## src/rtl/cfg_loader_pkg.sv

```systemverilog
package cfg_loader_pkg;
  localparam int NUM_CTX = 2;
  localparam int CTX_IW  = 1;
  typedef logic [CTX_IW-1:0] ctx_idx_t;
endpackage

```

## src/rtl/cfg_shift_reg.sv

```systemverilog
module cfg_shift_reg #(
  parameter int W = 32
) (
  input  logic         clk,
  input  logic         rst,
  input  logic         shift_en,
  input  logic         ser_in,
  output logic [W-1:0] sr_q
);
  always_ff @(posedge clk) begin
    if (rst)           sr_q <= '0;
    else if (shift_en) sr_q <= {sr_q[W-2:0], ser_in};
  end
endmodule

```

## src/rtl/cfg_ctx_mem.sv

```systemverilog
module cfg_ctx_mem
  import cfg_loader_pkg::*;
#(
  parameter int W = 32
) (
  input  logic         clk,
  input  logic         we,
  input  ctx_idx_t     addr,
  input  logic [W-1:0] wdata,
  output logic [W-1:0] rdata
);
  logic [W-1:0] slots [NUM_CTX];

  always_ff @(posedge clk) begin
    if (we) slots[addr] <= wdata;
  end

  assign rdata = slots[addr];
endmodule

```

## src/rtl/cfg_apply_stage.sv

```systemverilog
module cfg_apply_stage #(
  parameter int W = 32
) (
  input  logic         clk,
  input  logic         rst,
  input  logic         apply,
  input  logic         bypass,
  input  logic [W-1:0] fresh_word,
  input  logic [W-1:0] stored_word,
  output logic [W-1:0] out_q,
  output logic         valid_q
);
  always_ff @(posedge clk) begin
    if (rst) begin
      out_q   <= '0;
      valid_q <= 1'b0;
    end else if (apply) begin
      out_q   <= bypass ? fresh_word : stored_word;
      valid_q <= 1'b1;
    end
  end
endmodule

```

## src/rtl/cfg_ctx_loader.sv

```systemverilog
module cfg_ctx_loader
  import cfg_loader_pkg::*;
#(
  parameter int CFG_W = 32
) (
  input  logic             clk,
  input  logic             rst,
  input  logic             ser_in,
  input  logic             shift_en,
  input  logic             commit,
  input  logic             apply,
  input  logic             ctx_sel,
  output logic [CFG_W-1:0] cfg_out,
  output logic             cfg_valid
);
  logic [CFG_W-1:0] shift_q;
  logic [CFG_W-1:0] slot_rd;
  ctx_idx_t         slot_idx;

  assign slot_idx = ctx_idx_t'(ctx_sel);

  cfg_shift_reg #(.W(CFG_W)) u_shift (
    .clk(clk), .rst(rst), .shift_en(shift_en), .ser_in(ser_in), .sr_q(shift_q)
  );

  cfg_ctx_mem #(.W(CFG_W)) u_mem (
    .clk(clk), .we(commit), .addr(slot_idx), .wdata(shift_q), .rdata(slot_rd)
  );

  cfg_apply_stage #(.W(CFG_W)) u_apply (
    .clk(clk), .rst(rst), .apply(apply), .bypass(commit),
    .fresh_word(shift_q), .stored_word(slot_rd),
    .out_q(cfg_out), .valid_q(cfg_valid)
  );
endmodule

```

## config.mk

```make
export PLATFORM = sky130hd
export DESIGN_NAME = cfg_ctx_loader
export DESIGN_NICKNAME = d
export VERILOG_FILES = /design/src/rtl/cfg_loader_pkg.sv /design/src/rtl/cfg_shift_reg.sv /design/src/rtl/cfg_ctx_mem.sv /design/src/rtl/cfg_apply_stage.sv /design/src/rtl/cfg_ctx_loader.sv
export SDC_FILE = /design/constraint.sdc
export NUM_CORES = 1
export LEC_CHECK = 0
export ABC_AREA = 1
export BUFFER_PORTS_ARGS = -buffer_cell sky130_fd_sc_hd__buf_2
export CAP_MARGIN = 20
export CORE_MARGIN = 5
export CORE_UTILIZATION = 63
export DETAILED_ROUTE_END_ITERATION = 8
export PLACE_DENSITY_LB_ADDON = 0.12
export SLEW_MARGIN = 20
export SYNTH_ARGS = -nofsm -noshare
export SYNTH_HDL_FRONTEND = slang
export SYNTH_SLANG_ARGS = --single-unit
export TNS_END_PERCENT = 10
```

## constraint.sdc

```tcl
create_clock -name clk -period 3.9 [get_ports clk]
set_input_delay 0.39 -clock clk [delete_from_list [all_inputs] [get_ports clk]]
set_output_delay 0.39 -clock clk [all_outputs]
set_load 0.02 [all_outputs]
```

==> summary by stage, run 1 <==
Detailed routing
Dividing the detail-routed via count by the number of cells gives 5.41. The routed layout has 3,612 vias. After detailed routing, the met2 layer carries 5190 microns of wire.

The violation count after the first detailed-route iteration is 263. The wire length per cell is 15.8 microns. The final layout contains routed wiring with a total length of 10,600 microns.

The DRC violation count after routing is 0. In this run the remaining antenna-violating nets after routing total 0. Signal routing reaches up to met4. The number of detailed-routing iterations run before antenna repair is 5.

For this block, wires on met1 add up to 4520 microns. The total met3 wirelength after detailed routing is 745 microns.

Worst setup path
The startpoint of the worst register-to-register path is u_mem.slots[0][19]$_DFFE_PP_. The highest net fanout along the worst path is 35. The worst setup path is launched from a primary input. The highest cell delay on the worst timing path is 550 ps. Tracing the worst setup path back leads to its startpoint at ctx_sel. The signal on the critical path passes through buf_2 -> nand2_1 -> inv_1 -> buf_4. The worst setup path is of the primary input to flop kind. Among cell families on the critical path, the largest total delay comes from buffers and inverters. STA classifies the critical path endpoint as a flop. The count of buffering cells on the critical path with inverters included is 3. The endpoint required time on the critical path is 4090 ps.

The arrival time at the worst endpoint is 1940 ps. The standard cell with the maximum stage delay on the critical path is buf_2.

Layout
In the final layout, flip-flops and latches occupy 3220 sq um. The layout filler cell count is 548. The repair_antennas step left the layout with diodes totalling 0. Summing all multi-input logic gate instances after layout gives 1300 sq um. In the final layout, the share of cells above drive strength 1 is 0.143.

The final-stage net count is 560. After routing the design area is 5760 sq um. The post-synthesis to final-layout area growth is 15.4%.

Place
Summing all placed instances gives a cell area of 5140 sq um. The wire-length estimate of the detail-placed layout is 5620 microns. The quantity of I/O buffers inserted on ports is 39.

The final weighted congestion in routability-driven placement is 0.736. The worst slack after detailed placement is 1650 ps.

GRT
The first-pass GRT wire length is 17,400 microns. The number of global-route vias before repair is 3,489. For this run, the total global-route usage over all layers was measured as 0.227. The maximum number of pins on one net before global-route repair is 65. For this run the aggregate overflow at the end of global routing stands at 0. The number of antenna violations at the first check in global routing was 0.

Power
VDD sags by at most 376 uV. The analysis attributes to cell leakage a power of 2.54 nW. The completed layout was analyzed and its total power is 0.00343 W. The cell area power density is 595 nW/um^2.

Logic synthesis
Of all cell types, the one taking the most synthesized area is edfxtp_1. The synthesized netlist contains 16 unique library cells. A synthesized cell averages 9.55 sq um.

Counting flops with a built-in enable in the synthesized netlist gives 64. In the synthesized netlist the async set-or-reset flop fraction comes to 0. The post-synthesis sequential area ratio is 0.645. The share of synthesized area in the top cell type comes to 0.385. The most used standard cell by instance count after synthesis is nor2_1.

In the synthesized netlist, the cells that appear most often are 67 x nor2_1, 66 x inv_1, 65 x dfxtp_1, 65 x nand2_1. Summing every instance area after synthesis gives 4990 sq um. For this run, the number of Yosys warnings is 0. Counting flops and latches in the post-synthesis netlist gives 129. The number of instances in the synthesized netlist is 523.

The most common flop cell mapped by yosys is dfxtp_1. Counting every net in the synthesized netlist gives 530. Ranked by total cell area, the synthesized netlist is headed by edfxtp_1 38%, dfxtp_1 26%, a21oi_1 6.4%.

Timing
At the pin with the least slew margin, the transition time is 884 ps. Setup violations remaining at the end of the flow were counted as 0. The portion of the clock cycle consumed by the worst path in the final layout is 0.449. Once routing completed, OpenROAD measured the worst setup slack at 2150 ps.

Setup repair after global routing left no endpoint under its margin. Headroom to the max-slew limit came out at 0.410. Between clock sinks in the finished design, the worst skew comes to 5.61 ps. The final-report max-slew violation count is 0. Hold timing on the final database bottoms out at a slack of 51.0 ps.

The total count of hold-check failures in the final report came to 0. For this run, the top clock speed supported by timing is 571 MHz. Setup total negative slack on the finished layout was measured at 0 ps. The post-route minimum period is 1750 ps.

Clock network
The number of buffers added to fix hold violations after cts is 0. The cell at the root of the clock tree is clkbuf_8. Buffers added to address setup during post-CTS repair amount to 0. Clock tree synthesis found a total of 129 sinks. The later pin in the worst-skew pair is clocked with a latency of 510 ps.

The number of CTS-inserted buffers is 17. The maximum root-to-sink buffer count is 2. The count of H-tree levels built during CTS is 4. The CTS tree is done. The clock transition at the registers of the reported paths is 60 ps. Post-CTS repair changed the size of 0 cells.

Flow run
The tool flagged a number of max-cap violations equal to 0.

Floorplanning
The number of placement rows is 32. The total area inside the core boundary comes to 7730 sq um. The total I/O pin count is 40. The area of the die is 9810 sq um. The die is 99.0 microns wide. The initial utilization of the core area, before any placement, comes to 0.646.

The vertical extent of the die is 99.0 microns.

Outcome
The run finished with clean final reports.

Hold path
The beginning of the worst hold path is rst. The worst hold-check path type is primary input to flop.
## final timing paths
| kind | slack (ps) | to | cells past startpoint |
|---|---|---|---|
| worst min register to register | 470 | u_apply.valid_q$_SDFFE_PP0P_ | 2 |
| worst max-delay path | 2150 | u_mem.slots[1][16]$_DFFE_PP_ | 4 |
| worst max register to register | 3080 | u_apply.out_q[19]$_SDFFE_PP0P_ | 4 |
| worst min-delay path | 50 | u_apply.valid_q$_SDFFE_PP0P_ | 2 |
## metal layers
layer  global-route usage  vias to the layer above
li1                     -                     1772
met1                0.296                     1697
met2                0.363                      135
met3               0.0609                        8
met4               0.0914                        0
met5                    0                        -
## cells in the final DEF, fill, tap and decap left out
cell type    n
nor2_1      66
o21ai_0     59
nand2_1     65
o21ai_1      5
clkbuf_8     3
clkinv_2     4
inv_1       65
nand3_1     32
inv_2        4
inv_6        2
edfxtp_1    64
clkbuf_16   16
buf_2       39
clkinvlp_4   4
buf_4        4
nor2_2       1
a21oi_1     64
bufinv_16    4
dfxtp_1     65
## cells by family (layout without fill, tap and decap cells)
logic type	after synthesis	in the layout	share of synthesized area
and+or+nand+nor	164	164	0.131
DFF	129	129	0.645
AOI/OAI and AO/OA	128	128	0.128
buffers and inverters	102	145	0.0950
## layout make-up
| class | instances | area share |
|---|---|---|
| sequential | 129 | 0.559 |
| multi-input combinational | 292 | 0.225 |
| clock buffer | 19 | 0.0766 |
| inverter | 70 | 0.0458 |
| timing repair buffer | 43 | 0.0391 |
| clock inverter | 13 | 0.0317 |
| tap | 102 | 0.0221 |
## where the power goes
group	internal (W)	switching (W)	total [W]
Combinational	0.0000701	0.000167	0.000237
Clock	0.00107	0.000570	0.00164
Sequential	0.00151	0.0000451	0.00155
## sequential cells by signal, summed over array words and instances, names as in the netlist
name and flops:
u_apply.valid_q 1, u_mem.slots 64, u_apply.out_q 32, u_shift.sr_q 32
## metrics by stage
step,std cells,utilization
after floorplan,523,-
after global placement,636,0.665
after detailed placement,636,0.665
after CTS,668,0.746
after global routing,668,0.746
final,668,0.746
Power figures use the tool's default switching activity.
==> run 2: changes to the inputs <==
--- a/config.mk
+++ b/config.mk
@@ -5,11 +5,11 @@
 export SDC_FILE = /design/constraint.sdc
 export NUM_CORES = 1
 export LEC_CHECK = 0
-export ABC_AREA = 1
+export ABC_AREA = 0
 export BUFFER_PORTS_ARGS = -buffer_cell sky130_fd_sc_hd__buf_2
 export CAP_MARGIN = 20
 export CORE_MARGIN = 5
-export CORE_UTILIZATION = 63
+export CORE_UTILIZATION = 53
 export DETAILED_ROUTE_END_ITERATION = 8
 export PLACE_DENSITY_LB_ADDON = 0.12
 export SLEW_MARGIN = 20
==> constraint.sdc (replaced) <==
create_clock -name clk -period 1.6 [get_ports clk]
set_input_delay 0.16 -clock clk [delete_from_list [all_inputs] [get_ports clk]]
set_output_delay 0.16 -clock clk [all_outputs]
set_load 0.02 [all_outputs]
==> summary by stage, run 2 <==
Clock network
The clock transition at the registers of the reported paths is 60 ps (about the same). The cell at the root of the clock tree is clkbuf_8 (unchanged). The count of H-tree levels built during CTS is 4 (unchanged). The latest clock arrival within the worst-skew pair is 500 ps (was 510 ps).

The number of CTS-inserted buffers is 17 (unchanged). The post-cts sizing count is 0 (unchanged). The CTS tree is done (unchanged).

The number of sinks handled by clock tree synthesis was 129 (unchanged). The maximum root-to-sink buffer count came to 2 (unchanged).

Logic synthesis
The number of instances in the synthesized netlist was 356 (was 523). The cell area after synthesis is 5050 sq um (was 4990 sq um). The fraction of post-synthesis cell area in the top cell type by area was 0.381 (was 0.385). The count of distinct cell types in the synthesized netlist came to 15 (was 16). The total of flip-flops plus latches after synthesis is 129 (unchanged). The number of enable flip-flop cells after synthesis is 64 (unchanged). Most area-consuming cells after synthesis: edfxtp_1 38%, dfxtp_1 26%, mux2i_1 13% (was edfxtp_1 38%, dfxtp_1 26%, a21oi_1 6.4%). The share of synthesized registers carrying an async set or reset came to 0 (unchanged). The net count after synthesis is 363 (was 530). The post-synthesis sequential area ratio was 0.639 (was 0.645). Most used standard cells in the synthesized netlist: 65 x dfxtp_1, 64 x edfxtp_1, 64 x mux2i_1 (was 67 x nor2_1, 66 x inv_1, 65 x dfxtp_1, 65 x nand2_1). The cell accounting for the most synthesized area is edfxtp_1 (unchanged). The number of warnings printed during yosys synthesis is 0 (unchanged). The most common flop cell mapped by yosys was dfxtp_1 (unchanged). The average cell area after synthesis came to 14.2 sq um (was 9.55 sq um). The most used standard cell by instance count after synthesis is dfxtp_1 (was nor2_1).

Worst setup path
The endpoint required time on the critical path is 1440 ps (was 4090 ps). The highest cell delay on the worst timing path was 350 ps (was 550 ps). The endpoint of the worst register-to-register path was u_apply.out_q[15]$_SDFFE_PP0P_ (was u_apply.out_q[19]$_SDFFE_PP0P_). The standard cell with the maximum stage delay on the critical path is dfxtp_1 (was buf_2). The startpoint type of the worst setup path is a flop (was primary input).

The startpoint of the worst register-to-register path is u_apply.out_q[15]$_SDFFE_PP0P_ (was u_mem.slots[0][19]$_DFFE_PP_). The arrival time at the worst endpoint is 1030 ps (was 1940 ps). The depth of the worst register-to-register path is 2 (was 4).

The kind of critical path is flop to output pin (was primary input to flop). The count of buffering cells on the critical path with inverters included is 1 (was 3). The highest net fanout along the worst path is 2 (was 35). The register-to-register path setup slack is 620 ps (was 3080 ps). The type of destination of the critical path is an output pin (was flop). The family with the most delay on the worst path was flip-flops (was buffers and inverters).

Crit-path cells: buf_2 (was buf_2 -> nand2_1 -> inv_1 -> buf_4).

Layout
The final non-filler cell area is 5990 sq um (was 5760 sq um). The final-stage net count is 406 (was 560). Most frequent cells in the layout: 65 x dfxtp_1, 64 x mux2i_1, 64 x edfxtp_1, 39 x buf_2, 34 x nor2_1 (was 66 x nor2_1, 65 x nand2_1, 65 x inv_1, 65 x dfxtp_1). The ratio of cells with drive above 1 in the final layout came to 0.347 (was 0.143).

The area occupied by multi-input gates came to 1670 sq um (was 1300 sq um). The layout filler cell count came to 701 (was 548). The post-synthesis to final-layout area growth was 18.7% (was 15.4%). Biggest registers after layout: u_mem.slots: 64 flops, u_apply.out_q: 32 flops, u_shift.sr_q: 32 flops (unchanged).

The area of all sequential standard cells is 3220 sq um (unchanged). The most flop-heavy register is u_mem.slots (unchanged). The flip-flop count of the largest register after layout came to 64 (unchanged).

The most common cell after layout, fill and taps aside is dfxtp_1 (was nor2_1). The diode insertion count for antenna repair was 0 (unchanged).

Hold path
The worst hold path depth is 3 (was 2). The beginning of the worst hold path is rst (unchanged). The sink of the worst hold path is u_shift.sr_q[19]$_SDFFE_PP0P_ (was u_apply.valid_q$_SDFFE_PP0P_). The worst hold-check path type is primary input to flop (unchanged).

Timing
The portion of the clock cycle consumed by the worst path in the final layout is 0.745. The total count of hold-check failures in the final report was 0 (unchanged). The slew of the pin with the lowest slew margin was 334 ps (was 884 ps). The accumulated negative setup slack is 0 ps (unchanged). Based on the critical path, the design can be clocked at up to 839 MHz. The total of endpoints with negative setup slack in the final report is 0 (unchanged). The worst max-slew margin expressed relative to the limit was 0.777 (was 0.410). The largest clock skew in the final design is 4.33 ps (was 5.61 ps). Unrepaired setup endpoints after global routing: false (unchanged). The post-route minimum period is 1190 ps. The final-report max-slew violation count is 0 (unchanged).

Floorplanning
The area of the die is 11,600 sq um (was 9810 sq um). The number of placement rows is 35 (was 32). The area inside the core boundary was 9240 sq um (was 7730 sq um). The x dimension of the die is 108 microns (was 99.0 microns). The vertical extent of the die came to 108 microns (was 99.0 microns). The total I/O pin count came to 40 (unchanged). The starting density of the core is 0.546 (was 0.646).

GRT
The global-route usage over all layers was 0.175 (was 0.227). The maximum number of pins on one net before global-route repair is 66 (was 65). The overflow left after global routing is 0 (unchanged). The number of antenna violations at the first check in global routing came to 0 (unchanged). The first-pass GRT wire length is 15,600 microns (was 17,400 microns). The number of global-route vias before repair is 2,999 (was 3,489).

Flow run
The max capacitance violation total is 0 (unchanged).

Detailed routing
The via total after detailed routing was 2,879 (was 3,612). The DRC violation count after routing was 0 (unchanged). The wire length per cell is 17.0 microns (was 15.8 microns). The number of detailed-routing iterations run before antenna repair is 4 (was 5).

The total wire length was 9220 microns (was 10,600 microns). The violation count after the first detailed-route iteration is 78 (was 263). The residual antenna-violating net count after detailed routing is 0 (unchanged). The per-cell via count in the routed design is 5.32 (was 5.41).

Place
The quantity of I/O buffers inserted on ports is 39 (unchanged). The placed standard-cell area is 5430 sq um (was 5140 sq um). The estimated wirelength of the detail-placed design is 5050 microns (was 5620 microns).

The final weighted congestion in routability-driven placement was 0.750 (was 0.736).

Power
The cell area power density is 1260 nW/um^2 (was 595 nW/um^2). The worst-case vdd ir drop is 695 uV (was 376 uV). The static leakage is 2.31 nW (was 2.54 nW).

Outcome
Result of the run: finished, final reports clean (unchanged).
## run 2: cells by family after synthesis
logic type             after synthesis  share of synthesized area
buffers and inverters               29                     0.0312
AO/OA/AOI/OAI                       32                     0.0927
AND/OR/NAND/NOR                    102                      0.110
flip-flops                         129                      0.639
multiplexers                        64                      0.127
## run 2: layer usage
| layer | routed length, microns | part of all wire | track usage |
|---|---|---|---|
| met1 | 4080 | 0.44 | 0.222 |
| met2 | 4750 | 0.52 | 0.292 |
| met3 | 301 | 0.033 | 0.0456 |
| met4 | 89 | 0.0097 | 0.0595 |
| met5 | 0 | 0 | 0 |
## run 2: where the power goes
part	internal [W]	total, W	leakage (nW)	switching [W]
Sequential	0.00354	0.00358	1.15	0.0000317
Combinational	0.000161	0.000420	0.896	0.000260
Clock	0.00223	0.00358	0.270	0.00135
Total	0.00594	0.00757	2.31	0.00164
## run 2: worst max path at each step
stage                                        start                        endpoint  slack (ps)  cells past startpoint
finish              u_apply.out_q[28]$_SDFFE_PP0P_                     cfg_out[28]         410                      1
detailed placement                          commit  u_apply.out_q[26]$_SDFFE_PP0P_         290                      4
global route        u_apply.out_q[19]$_SDFFE_PP0P_                     cfg_out[19]         350                      1
global placement                            commit  u_apply.out_q[26]$_SDFFE_PP0P_         330                      4
CTS                 u_apply.out_q[28]$_SDFFE_PP0P_                     cfg_out[28]         370                      1
floorplan                                  ctx_sel     u_mem.slots[1][0]$_DFFE_PP_          80                      3
## run 2: what timing repair did
| item | 4_1_cts | 5_1_grt |
|---|---|---|
| setup buffers | 0 | 0 |
| hold buffers | 1 | 0 |
| hold endpoints to repair | 1 | 0 |
## run 2: worst min-delay path, delay by kind of cell
family	cells	cell delay, ps
buffers and inverters	2	330
and+or+nand+nor	1	120
## run 2: layout make-up
class | instances | share of cell area
Sequential cell | 129 | 0.538
Clock inverter | 12 | 0.0196
Multi-Input combinational cell | 198 | 0.280
Clock buffer | 20 | 0.0727
Tap cell | 129 | 0.0269
Timing Repair Buffer | 53 | 0.0631
## run 2: through the flow
step                worst slack, ps  instances  hold WS, ps  total power (W)   util
finish                          408        541          141          0.00757  0.648
global placement                333        508          394          0.00406  0.587
global route                    355        541          134          0.00784  0.648
detailed placement              292        508          424          0.00407  0.587
CTS                             368        541          121          0.00764  0.648
floorplan                      77.0        356          307          0.00393      -
==> run 3: changes to the inputs <==
==> constraint.sdc (replaced) <==
create_clock -name clk -period 1 [get_ports clk]
set_input_delay 0.1 -clock clk [delete_from_list [all_inputs] [get_ports clk]]
set_output_delay 0.1 -clock clk [all_outputs]
set_load 0.02 [all_outputs]
==> summary by stage, run 3 (synthesis gave the netlist of run 2 again) <==
Place
The quantity of I/O buffers inserted on ports is 39 (unchanged). The final weighted congestion in routability-driven placement is 0.690 (was 0.750). The estimated wirelength of the detail-placed design is 6010 microns (was 5050 microns).

Worst setup path
The worst setup path startpoint is u_apply.out_q[26]$_SDFFE_PP0P_ (was u_apply.out_q[28]$_SDFFE_PP0P_). The number of cells on the critical path is 1 (unchanged). The type of destination of the critical path is an output pin (unchanged). The startpoint of the worst register-to-register path was u_apply.out_q[10]$_SDFFE_PP0P_ (was u_apply.out_q[15]$_SDFFE_PP0P_). The family with the most delay on the worst path is flip-flops (unchanged). The kind of critical path was flop to output pin (unchanged). The startpoint type of the worst setup path is a flop (unchanged).

The count of buffering cells on the critical path with inverters included is 1 (unchanged). The arrival time at the worst endpoint came to 970 ps (was 1030 ps). The standard cell with the maximum stage delay on the critical path is dfxtp_2 (was dfxtp_1). The end point of the critical path was cfg_out[26] (was cfg_out[28]). The endpoint required time on the critical path is 900 ps (was 1440 ps).

The depth of the worst register-to-register path came to 3 (was 2). Crit-path cells: buf_6 (was buf_2). The highest net fanout along the worst path is 2 (unchanged).

The register-to-register path setup slack came to 40 ps (was 620 ps). The highest cell delay on the worst timing path is 350 ps (about the same). The endpoint of the worst register-to-register path was u_apply.out_q[10]$_SDFFE_PP0P_ (was u_apply.out_q[15]$_SDFFE_PP0P_).

Layout
Biggest registers after layout: u_mem.slots: 64 flops, u_apply.out_q: 32 flops, u_shift.sr_q: 32 flops (unchanged). The ratio of cells with drive above 1 in the final layout is 0.444 (was 0.347). The post-synthesis to final-layout area growth is 28.4% (was 18.7%). The diode insertion count for antenna repair is 0 (unchanged).

The end-of-flow core utilization was 0.701 (was 0.648). The most flop-heavy register is u_mem.slots (unchanged). The flip-flop count of the largest register after layout is 64 (unchanged). The final-stage net count is 420 (was 406). Most frequent cells in the layout: 64 x mux2i_1, 64 x edfxtp_1, 34 x nor2_1, 33 x buf_6, 33 x dfxtp_2 (was 65 x dfxtp_1, 64 x mux2i_1, 64 x edfxtp_1, 39 x buf_2, 34 x nor2_1).

Hold path
The worst hold-check path type is primary input to flop (unchanged).

Detailed routing
The DRC violation count after routing was 0 (unchanged). The wire length per cell is 17.5 microns (was 17.0 microns). The residual antenna-violating net count after detailed routing is 0 (unchanged). The via total after detailed routing is 2,934 (was 2,879). The per-cell via count in the routed design is 5.29 (was 5.32). The total wire length is 9690 microns (was 9220 microns). The violation count after the first detailed-route iteration is 99 (was 78). The number of detailed-routing iterations run before antenna repair is 4 (unchanged).

Power
The part of the power in registers is 0.458 (was 0.472). The net switching power of the design is 0.00269 W (was 0.00164 W). The internal cell power is 0.00986 W (was 0.00594 W). The cell area power density is 1940 nW/um^2 (was 1260 nW/um^2). The worst-case vdd ir drop was 1060 uV (was 695 uV). The fraction of power spent switching nets came to 0.214 (was 0.216). The power share of the clock group is 0.476 (was 0.472).

The static leakage is 2.45 nW (was 2.31 nW). The part of the total power dissipated in combinational logic was 0.066 (was 0.055).

GRT
The overflow left after global routing is 0 (unchanged). The maximum number of pins on one net before global-route repair came to 27 (was 66). The first-pass GRT wire length came to 16,200 microns (was 15,600 microns). The global-route met3 utilization is 0.0540 (was 0.0456). The number of global-route vias before repair is 3,066 (was 2,999).

The number of antenna violations at the first check in global routing is 0 (unchanged). The busiest metal layer after global routing is met2 (unchanged). The global-route usage over all layers came to 0.182 (was 0.175). The fraction of met2 tracks used by global routing is 0.307 (was 0.292). The global routing usage on met1 came to 0.227 (was 0.222).

Clock network
The cell at the root of the clock tree is clkbuf_8 (unchanged). The number of CTS-inserted buffers is 17 (unchanged). The latest clock arrival within the worst-skew pair is 500 ps (about the same). The number of sinks handled by clock tree synthesis came to 129 (unchanged).

The clock transition at the registers of the reported paths is 60 ps (about the same). The maximum root-to-sink buffer count is 2 (unchanged). The CTS tree is done (unchanged). The count of H-tree levels built during CTS is 4 (unchanged).

Timing
For this run, the top clock speed supported by timing is 937 MHz. The slew of the pin with the lowest slew margin is 278 ps (was 334 ps). The worst hold slack was 87.8 ps (was 141 ps). The portion of the clock cycle consumed by the worst path in the final layout is 1.07. The accumulated negative setup slack is -1580 ps (was 0 ps). The total of endpoints with negative setup slack in the final report was 33 (was 0).

The largest clock skew in the final design is 8.45 ps (was 4.33 ps). The final setup slack of the worst path is -67.6 ps (was 408 ps). Unrepaired setup endpoints after global routing: true (was false).

The final-report max-slew violation count is 0 (unchanged). The worst max-slew margin expressed relative to the limit is 0.815 (was 0.777). The total count of hold-check failures in the final report is 0 (unchanged). The smallest clock period supported by the final layout is computed as 1070 ps.

Floorplanning
The starting density of the core is 0.546 (unchanged). The total I/O pin count came to 40 (unchanged). The number of placement rows came to 35 (unchanged).

The area inside the core boundary came to 9240 sq um (unchanged). The area of the die came to 11,600 sq um (unchanged). The x dimension of the die is 108 microns (unchanged). The vertical extent of the die is 108 microns (unchanged).

Flow run
The max capacitance violation total is 0 (unchanged).

Outcome
Result of the run: finished, violations left (was finished, final reports clean). The checks that failed: setup timing.
-- run 3: area by class of cell --
type	count	area, sq um
Sequential cell	129	3260
Fill cell	626	2760
Multi-Input combinational cell	198	1680
Timing Repair Buffer	67	790
Clock buffer	19	422
Clock inverter	13	164
Tap cell	129	161
-- run 3: power by group through the flow --
stage,combinational [W],sequential [W],clock [W]
floorplan,0.000420,0.00588,0
global placement,0.000771,0.00583,0
detailed placement,0.000779,0.00583,0
CTS,0.000849,0.00574,0.00611
global route,0.000884,0.00576,0.00635
finish,0.000832,0.00574,0.00598
-- run 3: layer usage --
layer / share of wire / wire (microns) / vias to the layer above
li1: - / - / 1441
met4: 0.0064 / 62 / 0
met5: 0 / 0 / -
met1: 0.44 / 4260 / 1443
met2: 0.52 / 5020 / 42
met3: 0.036 / 347 / 8
-- run 3: timing repair --
action | CTS | global route
hold endpoints to repair | 1 | 0
pin swaps | 0 | 0
endpoints found under the setup margin | 33 | 33
hold buffers | 1 | 0
gates resized for setup | 101 | 0
buffers inserted | 1 | 0
-- run 3: how the worst min path moves through the flow --
stage              from                       endpoint  cells after the start
2_1_floorplan    ser_in   u_shift.sr_q[0]$_SDFFE_PP0P_                      2
3_3_place_gp     ser_in   u_shift.sr_q[0]$_SDFFE_PP0P_                      3
3_5_place_dp     ser_in   u_shift.sr_q[0]$_SDFFE_PP0P_                      3
4_1_cts        shift_en  u_shift.sr_q[24]$_SDFFE_PP0P_                      4
5_1_grt        shift_en  u_shift.sr_q[23]$_SDFFE_PP0P_                      4
6_report       shift_en  u_shift.sr_q[24]$_SDFFE_PP0P_                      4
-- run 3: through the flow --
stage / total power (W) / instances / setup slack (ps) / cell area, sq um
after floorplan: 0.00630 / 356 / -265 / 5080
after global routing: 0.0130 / 555 / -107 / 6480
after global placement: 0.00660 / 522 / -224 / 5630
final: 0.0126 / 555 / -67.6 / 6480
after detailed placement: 0.00661 / 522 / -251 / 5630
after CTS: 0.0127 / 556 / -180 / 6490
